`src/rtl/flag_alu_pkg.sv`:
```
package flag_alu_pkg;

    localparam int DATA_W = 32;
    localparam int CCR_W  = 8;

    // Condition-code bit positions (fixed: a neighbour decodes them)
    localparam int CCR_C = 0;
    localparam int CCR_V = 1;
    localparam int CCR_Z = 2;
    localparam int CCR_N = 3;

    typedef enum logic [4:0] {
        OP_ADD   = 5'd0,
        OP_ADDC  = 5'd1,
        OP_SUB   = 5'd2,
        OP_SUBC  = 5'd3,
        OP_CMP   = 5'd4,
        OP_NEG   = 5'd5,
        OP_AND   = 5'd6,
        OP_OR    = 5'd7,
        OP_XOR   = 5'd8,
        OP_NOT   = 5'd9,
        OP_MOV   = 5'd10,
        OP_INC   = 5'd11,
        OP_DEC   = 5'd12,
        OP_EXTS  = 5'd13,
        OP_EXTU  = 5'd14,
        OP_ADRA  = 5'd15,
        OP_ADRS  = 5'd16,
        OP_CCAND = 5'd17,
        OP_CCOR  = 5'd18,
        OP_CCXOR = 5'd19,
        OP_CCLD  = 5'd20
    } alu_op_e;

    typedef enum logic [2:0] {
        CL_ARITH,   // add, sub, cmp, neg: all four flags
        CL_CHAIN,   // carry-chained: Z may only stay or clear
        CL_STEP,    // inc/dec: C held
        CL_LOGIC,   // logical, move, extend: V cleared, C held
        CL_ADDR,    // address adjust: flags held
        CL_CCR,     // immediate ops on the condition-code byte
        CL_IDLE     // unassigned codes
    } op_class_e;

    typedef struct packed {
        logic n;
        logic z;
        logic v;
        logic c;
    } flags_t;

    function automatic op_class_e classify(input logic [4:0] op);
        case (op)
            OP_ADD, OP_SUB, OP_CMP, OP_NEG:                 return CL_ARITH;
            OP_ADDC, OP_SUBC:                               return CL_CHAIN;
            OP_INC, OP_DEC:                                 return CL_STEP;
            OP_AND, OP_OR, OP_XOR, OP_NOT, OP_MOV,
            OP_EXTS, OP_EXTU:                               return CL_LOGIC;
            OP_ADRA, OP_ADRS:                               return CL_ADDR;
            OP_CCAND, OP_CCOR, OP_CCXOR, OP_CCLD:           return CL_CCR;
            default:                                        return CL_IDLE;
        endcase
    endfunction

    function automatic logic [DATA_W-1:0] size_mask(input logic [1:0] sz);
        case (sz)
            2'd0:    return 32'h0000_00FF;
            2'd1:    return 32'h0000_FFFF;
            default: return 32'hFFFF_FFFF;
        endcase
    endfunction

    function automatic logic sign_of(input logic [DATA_W-1:0] v, input logic [1:0] sz);
        case (sz)
            2'd0:    return v[7];
            2'd1:    return v[15];
            default: return v[31];
        endcase
    endfunction

    function automatic logic carry_of(input logic [DATA_W:0] v, input logic [1:0] sz);
        case (sz)
            2'd0:    return v[8];
            2'd1:    return v[16];
            default: return v[32];
        endcase
    endfunction

endpackage

```
`src/rtl/flag_alu_arith.sv`:
```
module flag_alu_arith
    import flag_alu_pkg::*;
(
    input  logic [4:0]        op,
    input  logic [1:0]        sz,
    input  logic [DATA_W-1:0] a,
    input  logic [DATA_W-1:0] b,
    input  logic              cin,
    input  logic              zin,
    output logic [DATA_W-1:0] res,
    output flags_t            fl
);
    logic [DATA_W-1:0] mask;
    logic [DATA_W:0]   xm;
    logic [DATA_W:0]   ym;
    logic [DATA_W:0]   ci;
    logic [DATA_W:0]   wide;
    logic              sub;
    logic              chain;
    logic              sx;
    logic              sy;
    logic              sr;

    always_comb begin
        mask  = size_mask(sz);
        sub   = 1'b0;
        chain = 1'b0;
        xm    = {1'b0, a & mask};
        ym    = {1'b0, b & mask};
        ci    = '0;
        case (op)
            OP_ADDC: begin
                chain = 1'b1;
                ci    = {{DATA_W{1'b0}}, cin};
            end
            OP_SUB, OP_CMP: sub = 1'b1;
            OP_SUBC: begin
                sub   = 1'b1;
                chain = 1'b1;
                ci    = {{DATA_W{1'b0}}, cin};
            end
            OP_NEG: begin
                sub = 1'b1;
                xm  = '0;
                ym  = {1'b0, a & mask};
            end
            OP_INC: ym = {{DATA_W{1'b0}}, 1'b1};
            OP_DEC: begin
                sub = 1'b1;
                ym  = {{DATA_W{1'b0}}, 1'b1};
            end
            default: ;
        endcase

        wide = sub ? (xm - ym - ci) : (xm + ym + ci);
        res  = wide[DATA_W-1:0] & mask;

        sx = sign_of(xm[DATA_W-1:0], sz);
        sy = sign_of(ym[DATA_W-1:0], sz);
        sr = sign_of(res, sz);

        fl.n = sr;
        fl.z = (res == '0) && (!chain || zin);
        fl.v = sub ? ((sx != sy) && (sr != sx)) : ((sx == sy) && (sr != sx));
        fl.c = carry_of(wide, sz);
    end

endmodule

```
`src/rtl/flag_alu_logic.sv`:
```
module flag_alu_logic
    import flag_alu_pkg::*;
(
    input  logic [4:0]        op,
    input  logic [1:0]        sz,
    input  logic [DATA_W-1:0] a,
    input  logic [DATA_W-1:0] b,
    output logic [DATA_W-1:0] res,
    output logic              n,
    output logic              z
);
    logic [DATA_W-1:0] raw;
    logic [DATA_W-1:0] sext;
    logic [DATA_W-1:0] zext;

    always_comb begin
        case (sz)
            2'd0: begin
                sext = a;
                zext = a;
            end
            2'd1: begin
                sext = {{(DATA_W-16){1'b0}}, {8{a[7]}}, a[7:0]};
                zext = {{(DATA_W-8){1'b0}}, a[7:0]};
            end
            default: begin
                sext = {{(DATA_W-16){a[15]}}, a[15:0]};
                zext = {{(DATA_W-16){1'b0}}, a[15:0]};
            end
        endcase

        case (op)
            OP_AND:  raw = a & b;
            OP_OR:   raw = a | b;
            OP_XOR:  raw = a ^ b;
            OP_NOT:  raw = ~a;
            OP_MOV:  raw = b;
            OP_EXTS: raw = sext;
            OP_EXTU: raw = zext;
            default: raw = '0;
        endcase

        res = raw & size_mask(sz);
        n   = sign_of(res, sz);
        z   = (res == '0);
    end

endmodule

```
`src/rtl/flag_alu_ccr.sv`:
```
module flag_alu_ccr
    import flag_alu_pkg::*;
#(
    parameter logic [CCR_W-1:0] CCR_INIT = 8'h80
)(
    input  logic             clk,
    input  logic             rst,
    input  op_class_e        cls,
    input  logic [4:0]       op,
    input  logic [CCR_W-1:0] lit,
    input  flags_t           afl,
    input  logic             ln,
    input  logic             lz,
    output logic [CCR_W-1:0] ccr_q
);
    logic [CCR_W-1:0] nxt;

    always_comb begin
        nxt = ccr_q;
        case (cls)
            CL_ARITH, CL_CHAIN: begin
                nxt[CCR_N] = afl.n;
                nxt[CCR_Z] = afl.z;
                nxt[CCR_V] = afl.v;
                nxt[CCR_C] = afl.c;
            end
            CL_STEP: begin
                nxt[CCR_N] = afl.n;
                nxt[CCR_Z] = afl.z;
                nxt[CCR_V] = afl.v;
            end
            CL_LOGIC: begin
                nxt[CCR_N] = ln;
                nxt[CCR_Z] = lz;
                nxt[CCR_V] = 1'b0;
            end
            CL_CCR: begin
                case (op)
                    OP_CCAND: nxt = ccr_q & lit;
                    OP_CCOR:  nxt = ccr_q | lit;
                    OP_CCXOR: nxt = ccr_q ^ lit;
                    default:  nxt = lit;
                endcase
            end
            default: ;
        endcase
    end

    always_ff @(posedge clk) begin
        if (rst) ccr_q <= CCR_INIT;
        else     ccr_q <= nxt;
    end

endmodule

```
`src/rtl/flag_alu.sv`:
```
module flag_alu
    import flag_alu_pkg::*;
#(
    parameter logic [7:0] CCR_INIT = 8'h80
)(
    input  logic        clk,
    input  logic        rst,
    input  logic [4:0]  op_i,
    input  logic [1:0]  size_i,
    input  logic [31:0] a_i,
    input  logic [31:0] b_i,
    input  logic [7:0]  lit_i,
    output logic [31:0] res_o,
    output logic        wr_en_o,
    output logic [7:0]  ccr_o
);
    op_class_e         cls;
    logic [DATA_W-1:0] arith_res;
    flags_t            arith_fl;
    logic [DATA_W-1:0] logic_res;
    logic              logic_n;
    logic              logic_z;
    logic [DATA_W-1:0] lit_ext;
    logic [DATA_W-1:0] addr_res;

    assign cls     = classify(op_i);
    assign lit_ext = {{(DATA_W-CCR_W){1'b0}}, lit_i};
    assign addr_res = (op_i == OP_ADRS) ? (a_i - lit_ext) : (a_i + lit_ext);

    flag_alu_arith u_arith (
        .op  (op_i),
        .sz  (size_i),
        .a   (a_i),
        .b   (b_i),
        .cin (ccr_o[CCR_C]),
        .zin (ccr_o[CCR_Z]),
        .res (arith_res),
        .fl  (arith_fl)
    );

    flag_alu_logic u_logic (
        .op  (op_i),
        .sz  (size_i),
        .a   (a_i),
        .b   (b_i),
        .res (logic_res),
        .n   (logic_n),
        .z   (logic_z)
    );

    flag_alu_ccr #(.CCR_INIT(CCR_INIT)) u_ccr (
        .clk   (clk),
        .rst   (rst),
        .cls   (cls),
        .op    (op_i),
        .lit   (lit_i),
        .afl   (arith_fl),
        .ln    (logic_n),
        .lz    (logic_z),
        .ccr_q (ccr_o)
    );

    always_comb begin
        case (cls)
            CL_ARITH: begin
                res_o   = arith_res;
                wr_en_o = (op_i != OP_CMP);
            end
            CL_CHAIN, CL_STEP: begin
                res_o   = arith_res;
                wr_en_o = 1'b1;
            end
            CL_LOGIC: begin
                res_o   = logic_res;
                wr_en_o = 1'b1;
            end
            CL_ADDR: begin
                res_o   = addr_res;
                wr_en_o = 1'b1;
            end
            default: begin
                res_o   = '0;
                wr_en_o = 1'b0;
            end
        endcase
    end

endmodule

```
`config.mk`:
```
export PLATFORM = sky130hd
export DESIGN_NAME = flag_alu
export DESIGN_NICKNAME = d
export VERILOG_FILES = /design/src/rtl/flag_alu_pkg.sv /design/src/rtl/flag_alu_arith.sv /design/src/rtl/flag_alu_logic.sv /design/src/rtl/flag_alu_ccr.sv /design/src/rtl/flag_alu.sv
export SDC_FILE = /design/constraint.sdc
export NUM_CORES = 1
export LEC_CHECK = 0
export BUFFER_PORTS_ARGS = -buffer_cell sky130_fd_sc_hd__buf_2
export CAP_MARGIN = 20
export CORE_MARGIN = 5
export CORE_UTILIZATION = 62
export CTS_CLUSTER_DIAMETER = 40
export DETAILED_ROUTE_END_ITERATION = 7
export PLACE_DENSITY_LB_ADDON = 0.05
export SYNTH_ARGS = -nofsm -noshare
export SYNTH_HDL_FRONTEND = slang
export SYNTH_SLANG_ARGS = --single-unit
```
`constraint.sdc`:
```
create_clock -name clk -period 10.71 [get_ports clk]
set_clock_uncertainty 0.15 [all_clocks]
set_input_delay 2.142 -clock clk [delete_from_list [all_inputs] [get_ports clk]]
set_output_delay 2.142 -clock clk [all_outputs]
set_load 0.01 [all_outputs]
```
==> results.txt <==
* Outcome: completed
- Counting along the longest clock path gives a buffer depth of 2.
- The die covers approximately 20000 µm².
- The first global-routing pass estimated 60.3 mm of wire.
- Cells taking the most area after synthesis: ha_1 24%, inv_1 6.7%, a21oi_1 5.8%
- The synthesized design spends more area on one cell type than any other, namely ha_1.
- The number of pins with negative max-slew slack in the final report is 0.
- Yosys printed 0 warnings.
- Mean instance size in the synthesized netlist: roughly 6.8 µm²
* Switch share: between 50 and 60%
* Number of synthesized flops with an enable pin: 0
- Setup Buffers After CTS: 0
* Overall routing resource usage: a little under two fifths
* FFs w/ async S/R, synth: 0%
- Crit end category: output pin
- STA puts the critical path data required time at between 8000 and 9000 ps.
* Placer Congestion: around 1.1
* Drc violations: 0
- The layout has approximately 1600 filler cells.
* Leakage: around 0.0059 µW
- Summing all non-filler instances in the final layout gives an area of 11700 µm².
* Critical Path Start: op_i[1]
* Post-route non-filler standard cell count: around 1900
- Largest regs: u_ccr.ccr_q x8
- The detailed router placed between 10000 and 15000 vias in this run.
- First-pass DRT Iterations: 6
* Net Switching: 474 µW
- The number of antenna violations at the first check in global routing is 1.
- After clock tree synthesis, the flow added hold-fix buffers numbering 0.
* Actual transition at the worst max-transition pin: approximately 1100 ps
* Fraction of synthesized cell area taken by the top area cell type: roughly a quarter
* Floorplan die height: about 140 µm
- Counting flops per register, the top entry is u_ccr.ccr_q.
- Post-cts gate resize count: 0
* Layout cell share with drive strength beyond 1: between 10% and 20%
* Worst hold-check path type: register to register
* Input/output buffers: about 120
* Area added between synthesis and finish: 8.21%
* Post-layout minimum cycle time: a little over 10000 ps
* Cell internal power dissipation: around 360 µW
* TritonCTS clock tree: built
* Proportion of power drawn by flip-flops and latches: about 4.2%
* Highest achievable clock rate: just under 100 MHz
- The setup check on the worst reg-to-reg path leaves a slack of 5950 ps.
* # H-tree levels: 1
- The root buffer cell chosen for the clock tree is clkbuf_16.
* Grt total ovfl: 0
- At the later pin of the worst-skew pair, clock insertion delay measures 240 ps.
- Average routed wire per standard cell: 21.0 µm
- Total instance count after detailed placement: 1874
- Cts bufs inserted: 3
- Final Util: 67.9%
- Endpoints failing setup: 0
* Via count of the first global-routing pass: 11400
- Reg-to-reg endpoint: u_ccr.ccr_q[2]$_SDFFE_PP0P_
- At the end of the flow, the number of nets in the layout was about 2000.
* Number of nets in the synthesized netlist: about 1900
- Start-to-end type of the worst setup path: input port to output pin
- RSZ-0062 raised after global routing: false
- TNS Setup: 0 ps
* Average vias per placed instance: 6.74
- After detailed placement, the total cell area comes to roughly 12000 µm².
- Maximum capacitance violations: 0
- Ant. Diodes: 0
* Data arrival time at the worst-slack endpoint: 7860 ps
- The clock network burns 8.1% of the power.
- After synthesis, flip-flops and latches occupy about 1.5% of the total area.
* Std cell rows: 48
- Ports placed on the boundary: about 120
- Yosys instantiated no cell more often than ha_1.
- Wirelength, routed: 39.5 mm
- Number of clock sinks: 8
* Number of cells on the worst reg-to-reg path: 14
- CP Capture Point: res_o[23]
* Startpoint kind of the worst setup timing path: input port
- Maximum number of pins on one net before global-route repair: between 40 and 50
- CTS clk-pin slew, worst paths: around 40 ps
- Starting DRT DRC Count: ~1200
- Count of antenna-violating nets left after detailed routing: 0
- Die X: between 100 and 150 µm
- Along the worst path, the maximum fanout reaches 9.
- Commonest cells post-synth: 210 x ha_1, 193 x inv_1, 128 x nand2_1
- Final clock period utilization by the worst path: a little over nine tenths
- In this run the cell area of the synthesized design comes to 10800 µm².
* Gate Count Post-Synth: 1577
- The final hold violation count is 0.
- Portion of total power attributed to combinational logic: between 80 and 90%
- The startpoint identified for the worst register-to-register timing path is u_ccr.ccr_q[0]$_SDFFE_PP0P_.
- Max rail drop VDD: ~0.060 mV
- Power spread over the standard cell area amounts to between 70 and 80 nW/µm².
- In this run, synthesis produced a sequential element count of 8.
* Starting density of the core: ~63%
- Detailed placement ended at an HPWL of approximately 32 mm.
- Core Box Area: ~17000 µm²
- The register with the most flip-flops in the layout has 8 of them.
- Post-synth cell types: 94
- Among all flip-flop cells after synthesis, the most frequent one is dfxtp_1.
- The worst pin sits at a relative slew slack of between 20% and 30%.
per-stage QoR:
step	power, µW	hold WS [ps]	setup slack (ps)
after floorplan	535	368	1800
after global placement	731	341	900
after detailed placement	741	349	791
after CTS	813	358	763
after global routing	893	390	318
final	832	357	558
routing by layer:
layer  global-route usage, %  wire length [µm]  part of all wire (%)  up-vias
li1                        -                 -                     -     5941
met1                    47.5             15800                    40     5868
met2                    62.4             18100                    46      714
met3                    3.24              3440                   8.7      140
met4                    16.7              2170                   5.5        2
met5                       0                10                 0.025        -
layout by cell type, fill, tap and decap left out, types with 20 or more instances in the layout:
cell type / synthesis / routed
a211oi_1: 25 / 25
a21o_1: 46 / 46
a21oi_1: 125 / 125
a221oi_1: 24 / 24
a22o_1: 36 / 36
buf_2: 8 / 121
ha_1: 210 / 210
inv_1: 193 / 193
mux2i_1: 20 / 20
nand2_1: 128 / 128
nand2b_1: 26 / 26
nand3_1: 29 / 29
nor2_1: 126 / 126
nor3_1: 27 / 25
o21ai_0: 75 / 75
o22ai_1: 27 / 27
xnor2_1: 60 / 60
worst max-delay path, stage by stage:
cell       delay, ps
buf_2            130
inv_1            120
ha_1             280
nor2b_1          270
and2_1           420
nor3_1           110
buf_4            180
a22o_1           230
ha_1             430
inv_1            160
ha_1             360
a21oi_1          360
o2111ai_1        230
nor4_1           590
a21oi_1          250
a31oi_1          250
xnor2_1          140
nor2_1            50
a211oi_1         580
mux2i_1          220
o22ai_1          190
buf_2            160
power by group through the flow:
stage	clock network [µW]	logic, µW	registers [µW]
CTS	68.1	710	34.9
global route	70.0	788	35.4
global placement	0	695	35.5
floorplan	0	500	35.3
detailed placement	0	706	35.3
finish	67.5	729	35.0
cell families after synthesis:
family | count (synthesis) | synth area share [%]
AO/OA/AOI/OAI | 547 | 35.7
AND/OR/NAND/NOR | 446 | 19.9
buffers and inverters | 261 | 9.25
adder cells (fa/ha/maj) | 214 | 25.1
XOR/XNOR | 77 | 6.26
multiplexers | 24 | 2.28
flip-flops | 8 | 1.49
how the worst min path moves through the flow:
stage / slack (ps) / endpoint / start / depth (start not counted)
after floorplan: 370 / u_ccr.ccr_q[4]$_SDFFE_PP0P_ / u_ccr.ccr_q[4]$_SDFFE_PP0P_ / 2
after global placement: 340 / u_ccr.ccr_q[6]$_SDFFE_PP0P_ / u_ccr.ccr_q[6]$_SDFFE_PP0P_ / 2
after detailed placement: 350 / u_ccr.ccr_q[5]$_SDFFE_PP0P_ / u_ccr.ccr_q[5]$_SDFFE_PP0P_ / 2
after CTS: 360 / u_ccr.ccr_q[5]$_SDFFE_PP0P_ / u_ccr.ccr_q[5]$_SDFFE_PP0P_ / 2
after global routing: 390 / u_ccr.ccr_q[6]$_SDFFE_PP0P_ / u_ccr.ccr_q[6]$_SDFFE_PP0P_ / 2
final: 360 / u_ccr.ccr_q[4]$_SDFFE_PP0P_ / u_ccr.ccr_q[4]$_SDFFE_PP0P_ / 2
area by class of cell:
type	count	area [µm²]	share of cell area, %
clock buffer	3	75.1	0.644
inverter	194	728	6.24
multi-input combinational	1308	9660	82.8
sequential	8	160	1.37
tap	225	282	2.41
timing repair buffer	140	756	6.48
Power figures use the tool's default switching activity.
